**src/rtl/hp_pkg.sv**
```systemverilog
package hp_pkg;
    localparam int DATA_W = 32;
    localparam int ADDR_W = 6;

    localparam logic [ADDR_W-1:0] OFF_STS_LO = 6'h00;
    localparam logic [ADDR_W-1:0] OFF_STS_HI = 6'h01;
    localparam logic [ADDR_W-1:0] OFF_EN_LO  = 6'h02;
    localparam logic [ADDR_W-1:0] OFF_EN_HI  = 6'h03;
    localparam logic [ADDR_W-1:0] OFF_INS    = 6'h10;
    localparam logic [ADDR_W-1:0] OFF_REM    = 6'h14;
    localparam logic [ADDR_W-1:0] OFF_EJECT  = 6'h18;

    // Status/enable bit driven by slot hotplug events
    localparam int HP_EVENT_BIT = 1;

    typedef enum logic [2:0] {
        SEL_NONE, SEL_STS, SEL_EN, SEL_INS, SEL_REM, SEL_EJECT
    } reg_sel_e;

    typedef struct packed {
        reg_sel_e sel;
        logic     hi;
    } reg_dec_t;

    function automatic reg_dec_t decode_addr(input logic [ADDR_W-1:0] a);
        reg_dec_t d;
        d.hi = 1'b0;
        case (a)
            OFF_STS_LO: d.sel = SEL_STS;
            OFF_STS_HI: begin d.sel = SEL_STS; d.hi = 1'b1; end
            OFF_EN_LO:  d.sel = SEL_EN;
            OFF_EN_HI:  begin d.sel = SEL_EN;  d.hi = 1'b1; end
            OFF_INS:    d.sel = SEL_INS;
            OFF_REM:    d.sel = SEL_REM;
            OFF_EJECT:  d.sel = SEL_EJECT;
            default:    d.sel = SEL_NONE;
        endcase
        return d;
    endfunction

    // Place a byte into one half of a 16-bit register image
    function automatic logic [15:0] byte_lane(input logic [7:0] b, input logic hi);
        return hi ? {b, 8'h00} : {8'h00, b};
    endfunction
endpackage

```
**src/rtl/hp_gpe_regs.sv**
```systemverilog
module hp_gpe_regs
    import hp_pkg::*;
(
    input  logic        clk,
    input  logic        rst,
    input  logic        wr_en,
    input  reg_dec_t    dec,
    input  logic [7:0]  wr_byte,
    input  logic        event_set,
    output logic [15:0] status,
    output logic [15:0] enable
);
    logic [15:0] clr_mask;
    logic [15:0] lane_mask;
    logic [15:0] status_next;
    logic [15:0] enable_next;

    always_comb begin
        lane_mask = byte_lane(8'hFF, dec.hi);
        clr_mask  = (wr_en && dec.sel == SEL_STS) ? byte_lane(wr_byte, dec.hi) : 16'h0000;
        // host clear first, event set last: the event wins on a collision
        status_next = status & ~clr_mask;
        if (event_set) status_next[HP_EVENT_BIT] = 1'b1;
        enable_next = enable;
        if (wr_en && dec.sel == SEL_EN)
            enable_next = (enable & ~lane_mask) | byte_lane(wr_byte, dec.hi);
    end

    always_ff @(posedge clk) begin
        if (rst) begin
            status <= '0;
            enable <= '0;
        end else begin
            status <= status_next;
            enable <= enable_next;
        end
    end
endmodule

```
**src/rtl/hp_slot_maps.sv**
```systemverilog
module hp_slot_maps
    import hp_pkg::*;
#(
    parameter int NUM_SLOTS = 32,
    localparam int SLOT_W = $clog2(NUM_SLOTS)
) (
    input  logic                 clk,
    input  logic                 rst,
    input  logic                 wr_en,
    input  reg_sel_e             sel,
    input  logic [DATA_W-1:0]    wr_data,
    input  logic                 ev_valid,
    input  logic [SLOT_W-1:0]    ev_slot,
    input  logic                 ev_insert,
    output logic [NUM_SLOTS-1:0] ins_map,
    output logic [NUM_SLOTS-1:0] rem_map
);
    logic [NUM_SLOTS-1:0] onehot;
    logic [NUM_SLOTS-1:0] ins_next;
    logic [NUM_SLOTS-1:0] rem_next;

    always_comb begin
        onehot = '0;
        onehot[ev_slot] = 1'b1;
        ins_next = ins_map;
        rem_next = rem_map;
        if (wr_en && sel == SEL_INS) ins_next = wr_data[NUM_SLOTS-1:0];
        if (wr_en && sel == SEL_REM) rem_next = wr_data[NUM_SLOTS-1:0];
        if (ev_valid) begin
            ins_next = ev_insert ? onehot : '0;
            rem_next = ev_insert ? '0 : onehot;
        end
    end

    always_ff @(posedge clk) begin
        if (rst) begin
            ins_map <= '0;
            rem_map <= '0;
        end else begin
            ins_map <= ins_next;
            rem_map <= rem_next;
        end
    end
endmodule

```
**src/rtl/hp_eject_dec.sv**
```systemverilog
module hp_eject_dec
    import hp_pkg::*;
#(
    parameter int NUM_SLOTS = 32,
    localparam int SLOT_W = $clog2(NUM_SLOTS)
) (
    input  logic              clk,
    input  logic              rst,
    input  logic              hit,
    input  logic [DATA_W-1:0] wr_data,
    output logic              eject_valid,
    output logic [SLOT_W-1:0] eject_slot
);
    logic [NUM_SLOTS-1:0] mask;
    logic [SLOT_W-1:0]    low_idx;
    logic                 any_set;

    always_comb begin
        mask    = wr_data[NUM_SLOTS-1:0];
        any_set = |mask;
        low_idx = '0;
        for (int i = NUM_SLOTS - 1; i >= 0; i--) begin
            if (mask[i]) low_idx = SLOT_W'(i);
        end
    end

    always_ff @(posedge clk) begin
        if (rst) begin
            eject_valid <= 1'b0;
            eject_slot  <= '0;
        end else begin
            eject_valid <= hit && any_set;
            if (hit && any_set) eject_slot <= low_idx;
        end
    end
endmodule

```
**src/rtl/hp_event_unit.sv**
```systemverilog
module hp_event_unit
    import hp_pkg::*;
#(
    parameter int NUM_SLOTS = 32,
    localparam int SLOT_W = $clog2(NUM_SLOTS)
) (
    input  logic              clk,
    input  logic              rst,
    input  logic              hp_valid,
    input  logic [SLOT_W-1:0] hp_slot,
    input  logic              hp_insert,
    input  logic              wr_en,
    input  logic [ADDR_W-1:0] addr,
    input  logic [DATA_W-1:0] wr_data,
    output logic [DATA_W-1:0] rd_data,
    output logic              irq_pulse,
    output logic              eject_valid,
    output logic [SLOT_W-1:0] eject_slot
);
    reg_dec_t             dec;
    logic [15:0]          gpe_status;
    logic [15:0]          gpe_enable;
    logic [NUM_SLOTS-1:0] ins_map;
    logic [NUM_SLOTS-1:0] rem_map;

    assign dec = decode_addr(addr);

    hp_gpe_regs u_gpe (
        .clk       (clk),
        .rst       (rst),
        .wr_en     (wr_en),
        .dec       (dec),
        .wr_byte   (wr_data[7:0]),
        .event_set (hp_valid),
        .status    (gpe_status),
        .enable    (gpe_enable)
    );

    hp_slot_maps #(.NUM_SLOTS(NUM_SLOTS)) u_maps (
        .clk       (clk),
        .rst       (rst),
        .wr_en     (wr_en),
        .sel       (dec.sel),
        .wr_data   (wr_data),
        .ev_valid  (hp_valid),
        .ev_slot   (hp_slot),
        .ev_insert (hp_insert),
        .ins_map   (ins_map),
        .rem_map   (rem_map)
    );

    hp_eject_dec #(.NUM_SLOTS(NUM_SLOTS)) u_eject (
        .clk         (clk),
        .rst         (rst),
        .hit         (wr_en && dec.sel == SEL_EJECT),
        .wr_data     (wr_data),
        .eject_valid (eject_valid),
        .eject_slot  (eject_slot)
    );

    always_ff @(posedge clk) begin
        if (rst) irq_pulse <= 1'b0;
        else     irq_pulse <= hp_valid && gpe_enable[HP_EVENT_BIT];
    end

    always_comb begin
        case (dec.sel)
            SEL_STS: rd_data = DATA_W'(dec.hi ? gpe_status[15:8] : gpe_status[7:0]);
            SEL_EN:  rd_data = DATA_W'(dec.hi ? gpe_enable[15:8] : gpe_enable[7:0]);
            SEL_INS: rd_data = DATA_W'(ins_map);
            SEL_REM: rd_data = DATA_W'(rem_map);
            default: rd_data = '0;
        endcase
    end
endmodule

```
**config.mk**
```make
export PLATFORM = sky130hd
export DESIGN_NAME = hp_event_unit
export DESIGN_NICKNAME = d
export VERILOG_FILES = /design/src/rtl/hp_pkg.sv /design/src/rtl/hp_gpe_regs.sv /design/src/rtl/hp_slot_maps.sv /design/src/rtl/hp_eject_dec.sv /design/src/rtl/hp_event_unit.sv
export SDC_FILE = /design/constraint.sdc
export NUM_CORES = 1
export LEC_CHECK = 0
export ABC_AREA = 1
export BUFFER_PORTS_ARGS = -buffer_cell sky130_fd_sc_hd__buf_2
export CORE_MARGIN = 10
export CORE_UTILIZATION = 45
export DETAILED_ROUTE_END_ITERATION = 16
export PLACE_DENSITY_LB_ADDON = 0.3
export SLEW_MARGIN = 10
export SYNTH_ARGS = -nofsm -noshare
export SYNTH_HDL_FRONTEND = slang
export SYNTH_SLANG_ARGS = --single-unit
export TNS_END_PERCENT = 100
```
**constraint.sdc**
```tcl
create_clock -name clk -period 4.7 [get_ports clk]
set_input_delay 0.235 -clock clk [delete_from_list [all_inputs] [get_ports clk]]
set_output_delay 0.235 -clock clk [all_outputs]
set_load 0.01 [all_outputs]
```
After elaboration in Yosys (flattened, before gate mapping). Cells that the tools add are included.

Bits in registers: 103. Word-level logic and storage cells: 89.

Order comparisons: 2. Equality and inequality tests: 11. Mux-type cells: 49. Bitwise logic cells: 5. Reductions and logical operators: 15.

Operator list (number): two-way mux 32 bit (6); two-way mux 5 bit (32); case mux 32 bit (4 select lines) (1); two-way mux 16 bit (3); bitwise AND 16 bit (2); NOT 16 bit (2); OR reduction 32 bit (1); equality test 6 x 5 -> 1 bit, second input constant (3); two-way mux 8 bit (2); OR 16 bit (1); case mux 3 bit (5 select lines) (1); equality test 6 x 2 -> 1 bit, second input constant (2); logical AND 1 bit (8); equality test 3 x 2 -> 1 bit, second input constant (2); equality test 3 bit, second input constant (2); equality test 6 x 1 -> 1 bit, second input constant (1); logical NOT 6 bit (1); less-than comparator 5 x 6 -> 1 bit, second input constant (1); OR reduction 2 bit (3); demux 1 bit (select 5 bit) (1); greater-or-equal comparator 5 x 1 -> 1 bit, second input constant (1); nonzero test 2 bit (2); equality test 3 x 1 -> 1 bit, second input constant (1); two-way mux 1 bit (3).

Depth between registers and ports, before layout.
Word-level depth: 32. Depth in mapped cells: 33.

Hierarchy. Synthesis repeated with hierarchy kept, for this count alone.

Cells, all modules: 1148. Area, all modules: 6628.9 um^2.

By module, submodules not included: hp_slot_maps (times used 1, cells each 550, area an instance 3412.0 um^2, sequential area each 1281.2 um^2); hp_gpe_regs (times used 1, cells each 240, area an instance 1514.0 um^2, sequential area each 640.6 um^2); hp_event_unit (times used 1, cells each 224, area an instance 1062.3 um^2, sequential area each 20.0 um^2); hp_eject_dec (times used 1, cells each 134, area an instance 640.6 um^2, sequential area each 120.1 um^2).

Worst setup path after synthesis. No wires, ideal clock.

Kind: input-to-reg. From: input wr_data[30]. To: register u_eject.eject_slot[0]. Arrival time: 1622 ps. Required time: 4569 ps. Path slack: 2948 ps. Cell stages on the path: 33. Cells stage by stage: inv_2 > nand2_1 > nand2_1 > nand2_1 > nand2_1 > nand2_1 > nand2_1 > nand2_1 > nand2_1 > nand2_1 > nand2_1 > nand2_1 > nand2_1 > nand2_1 > nand2_1 > nand2_1 > nand2_1 > nand2_1 > nand2_1 > nand2_1 > nand2_1 > nand2_1 > nand2_1 > nand2_1 > nand2_1 > nand2_1 > nand2_1 > nand2_1 > nand2_1 > nand2_1 > nand2_1 > nand2_1 > a21oi_2.

Longest elaborated chain between the ends: 31.

Ends and longest elaborated chain: from (decl) (RTL line hp_event_unit.sv:14) `input logic [DATA_W-1:0] wr_data,`; two-way mux 5 bit (31 in series) (RTL line hp_eject_dec.sv:23) `if (mask[i]) low_idx = SLOT_W'(i);`; to (signal assigned) (RTL line hp_eject_dec.sv:33) `if (hit && any_set) eject_slot <= low_idx;`; to (decl) (RTL line hp_eject_dec.sv:12) `output logic [SLOT_W-1:0] eject_slot`.

Parallel ways exist; a longest one is shown, timed or not. A chain may end at the register's enable or synchronous reset.

Worst setup path after layout.
From: input addr[3]. To: output rd_data[1].

Longest elaborated chain between the ends: 5.

Ends and longest elaborated chain: from (decl) (RTL line hp_event_unit.sv:13) `input logic [ADDR_W-1:0] addr,`; equality test 6 x 2 -> 1 bit (tied with other cells) (RTL line hp_pkg.sv:28) `case (a)`; OR reduction 2 bit (no source line); case mux 3 bit (5 select lines) or two-way mux 1 bit (tied branches) (RTL line hp_pkg.sv:28); equality test 3 bit (tied with other cells) (RTL line hp_event_unit.sv:67) `case (dec.sel)`; case mux 32 bit (4 select lines) * (RTL line hp_event_unit.sv:67); to (decl) (RTL line hp_event_unit.sv:15) `output logic [DATA_W-1:0] rd_data,`.

Every way passes the cells marked *; elsewhere a longest branch is shown, timed or not.

==> impl_metrics.yaml <==
power_and_ir_drop:
  leakage_nw: 2.65
  max-vdd-ir-drop_uv: 283
  p_per_area_nw_per_um2: 327
logic_synthesis:
  synth_edf_count: 0
  ys_seq_elements: 103
  synth_top_area_cell: "dfxtp_1"
  synth-async-reset-ratio_pct: 0
  synth_area_leaders: "dfxtp_1 39%, nand2_1 12%, nor2_1 8.5%"
  yosysWarnings: 0
  ys_seq_area_share_pct: 39.3
  syn_avg_cell_area_um2: 6.66
  synth_cells: 788
  netlist_area_um2: 5250
  synth_nets: 836
  synthFlopType: "dfxtp_1"
  synth_top_area_share_pct: 39.3
  synth_cell_type_count: 24
route:
  routedWlPerCell_um: 16.4
  routed_wl_mm: 16.4
  ant_nets: 0
  drc_errors: 0
  viasPerCell: 5.55
  num_vias: 5528
  dr.pass1.iters: 5
  drtIter0Drc: 468
floorplanning:
  dieHeight_um: 128
  core.rowCount: 39
  io_pins: 87
  die_w_um: 128
  dieArea_um2: 16400
  core_area_um2: 11400
  initial_core_util_pct: 46.0
final_layout:
  instances_no_fill: 996
  final_common_cell: "nand2_1"
  nNetsFinal: 896
  layout_common_cells: "166 x nand2_1, 119 x nor2_1, 103 x dfxtp_1, 86 x buf_2, 79 x a21oi_1"
  syn2layout_area_growth_pct: 16.4
  drive_above_1_share_pct: 14.3
  antenna_cells: 0
  fillers: 1154
  stdcell_area_um2: 6110
clock_tree:
  cts.sinks: 103
  postCtsSetupBuffers: 0
  cts_htree_levels: 3
  clk_latency_ps: 350
  ctsHoldBuffers: 0
  cts_made_buffers: 9
  postCtsResizedCells: 0
  cts-root-buf: "clkbuf_16"
  clock_path_buffers: 2
  worst_setup_hold_path_clk_slew_ps: 60
  cts_tree: "done"
global_route:
  grt_remaining_overflow: 0
  grt_pass1_vias: 5131
  grt_pass1_wl_mm: 26.6
  grt_max_degree: 55
  track_usage_pct: 19.8
  antenna_found_initial: 0
timing:
  grt_setup_unrepaired: "no"
  skew_ps: 1.64
  drv_slew: 0
  period_share_pct: 46.6
  tns_ps: 0
  setup_viol_count_final: 0
  hold_violations: 0
  fmax_ghz: 0.456
  maxSlewHeadroom_pct: 47.7
  period_needed_ps: 2190
  tightest_slew_ps: 783
critical_path:
  cp-end-kind: "output pin"
  critPathLaunchType: "input pin"
  arrival_ps: 1960
  path_class: "in -> out"
  r2r_slack_ps: 3980
  critPathRequiredTime_ps: 4470
  worstPathMaxFanout: 33
run:
  max-cap-violations: 0
placement:
  detailed_place_hpwl_mm: 11.3
  gp_congestion: 0.923
  port_buffers: 86
  placed_cell_area_um2: 5760
  dp_cells: 980
min_path:
  hp-class: "in -> reg"
status:
  status: "complete, no violations"
[layer usage]
layer / global-route usage, % / part of all wire (%) / vias up
li1: - / - / 2780
met1: 26.2 / 46 / 2523
met2: 29.8 / 44 / 197
met3: 6.33 / 8.3 / 28
met4: 5.96 / 2.0 / 0
met5: 0 / 0 / -
[kinds of logic after synthesis]
group | Yosys count | synth area share (%)
compound gates | 235 | 26.7
buf+inv | 120 | 9.11
flops | 103 | 39.3
simple gates | 330 | 24.9
[critical path, stage by stage]
cell,delay [ps]
buf_2,100
nor2_1,50
nand2_1,80
inv_1,50
nand2_1,50
buf_4,290
clkinv_1,510
o21ai_0,310
nand2_1,70
nand3_1,70
buf_2,130
[synth_stat cells (all sizes together), types with 11 or more instances]
master,number
clkbuf,44
a211oi,18
nor2,119
a31oi,11
dfxtp,103
nor3,25
a21oi,80
o22ai,28
o21ai,59
nand2,166
inv,67
nand3,12
a22o,24
[per-stage QoR]
step	hold slack, ps	power, mW	util (%)	setup slack (ps)
floorplan	411	1.08	-	2950
global placement	434	1.16	50.5	2460
detailed placement	436	1.16	50.5	2480
CTS	211	2.00	53.5	2520
global route	227	2.07	53.5	2250
finish	212	1.99	53.5	2510
[cell type report]
cell class	count	area (µm²)	area share, %
clock buffers	12	267	4.36
clock inverters	4	76.3	1.25
inverters	71	294	4.81
multi-input cells	565	2710	44.4
flip-flops and latches	103	2060	33.8
well taps	143	179	2.93
repair buffers	98	520	8.52
[final timing paths]
kind,start,to,cells past startpoint
setup / recovery,addr[3],rd_data[1],11
hold reg to reg,u_gpe.status[15]$_SDFF_PP0_,u_gpe.status[15]$_SDFF_PP0_,2
hold / removal,wr_data[0],u_eject.eject_slot[0]$_SDFFE_PP0P_,4
setup reg to reg,flip-flop,flip-flop,2
[report_power, final]
group	total (mW)	internal, mW	switching (mW)
Clock	0.849	0.511	0.337
Combinational	0.222	0.0717	0.150
Sequential	0.924	0.907	0.0169
Power figures use the tool's default switching activity.
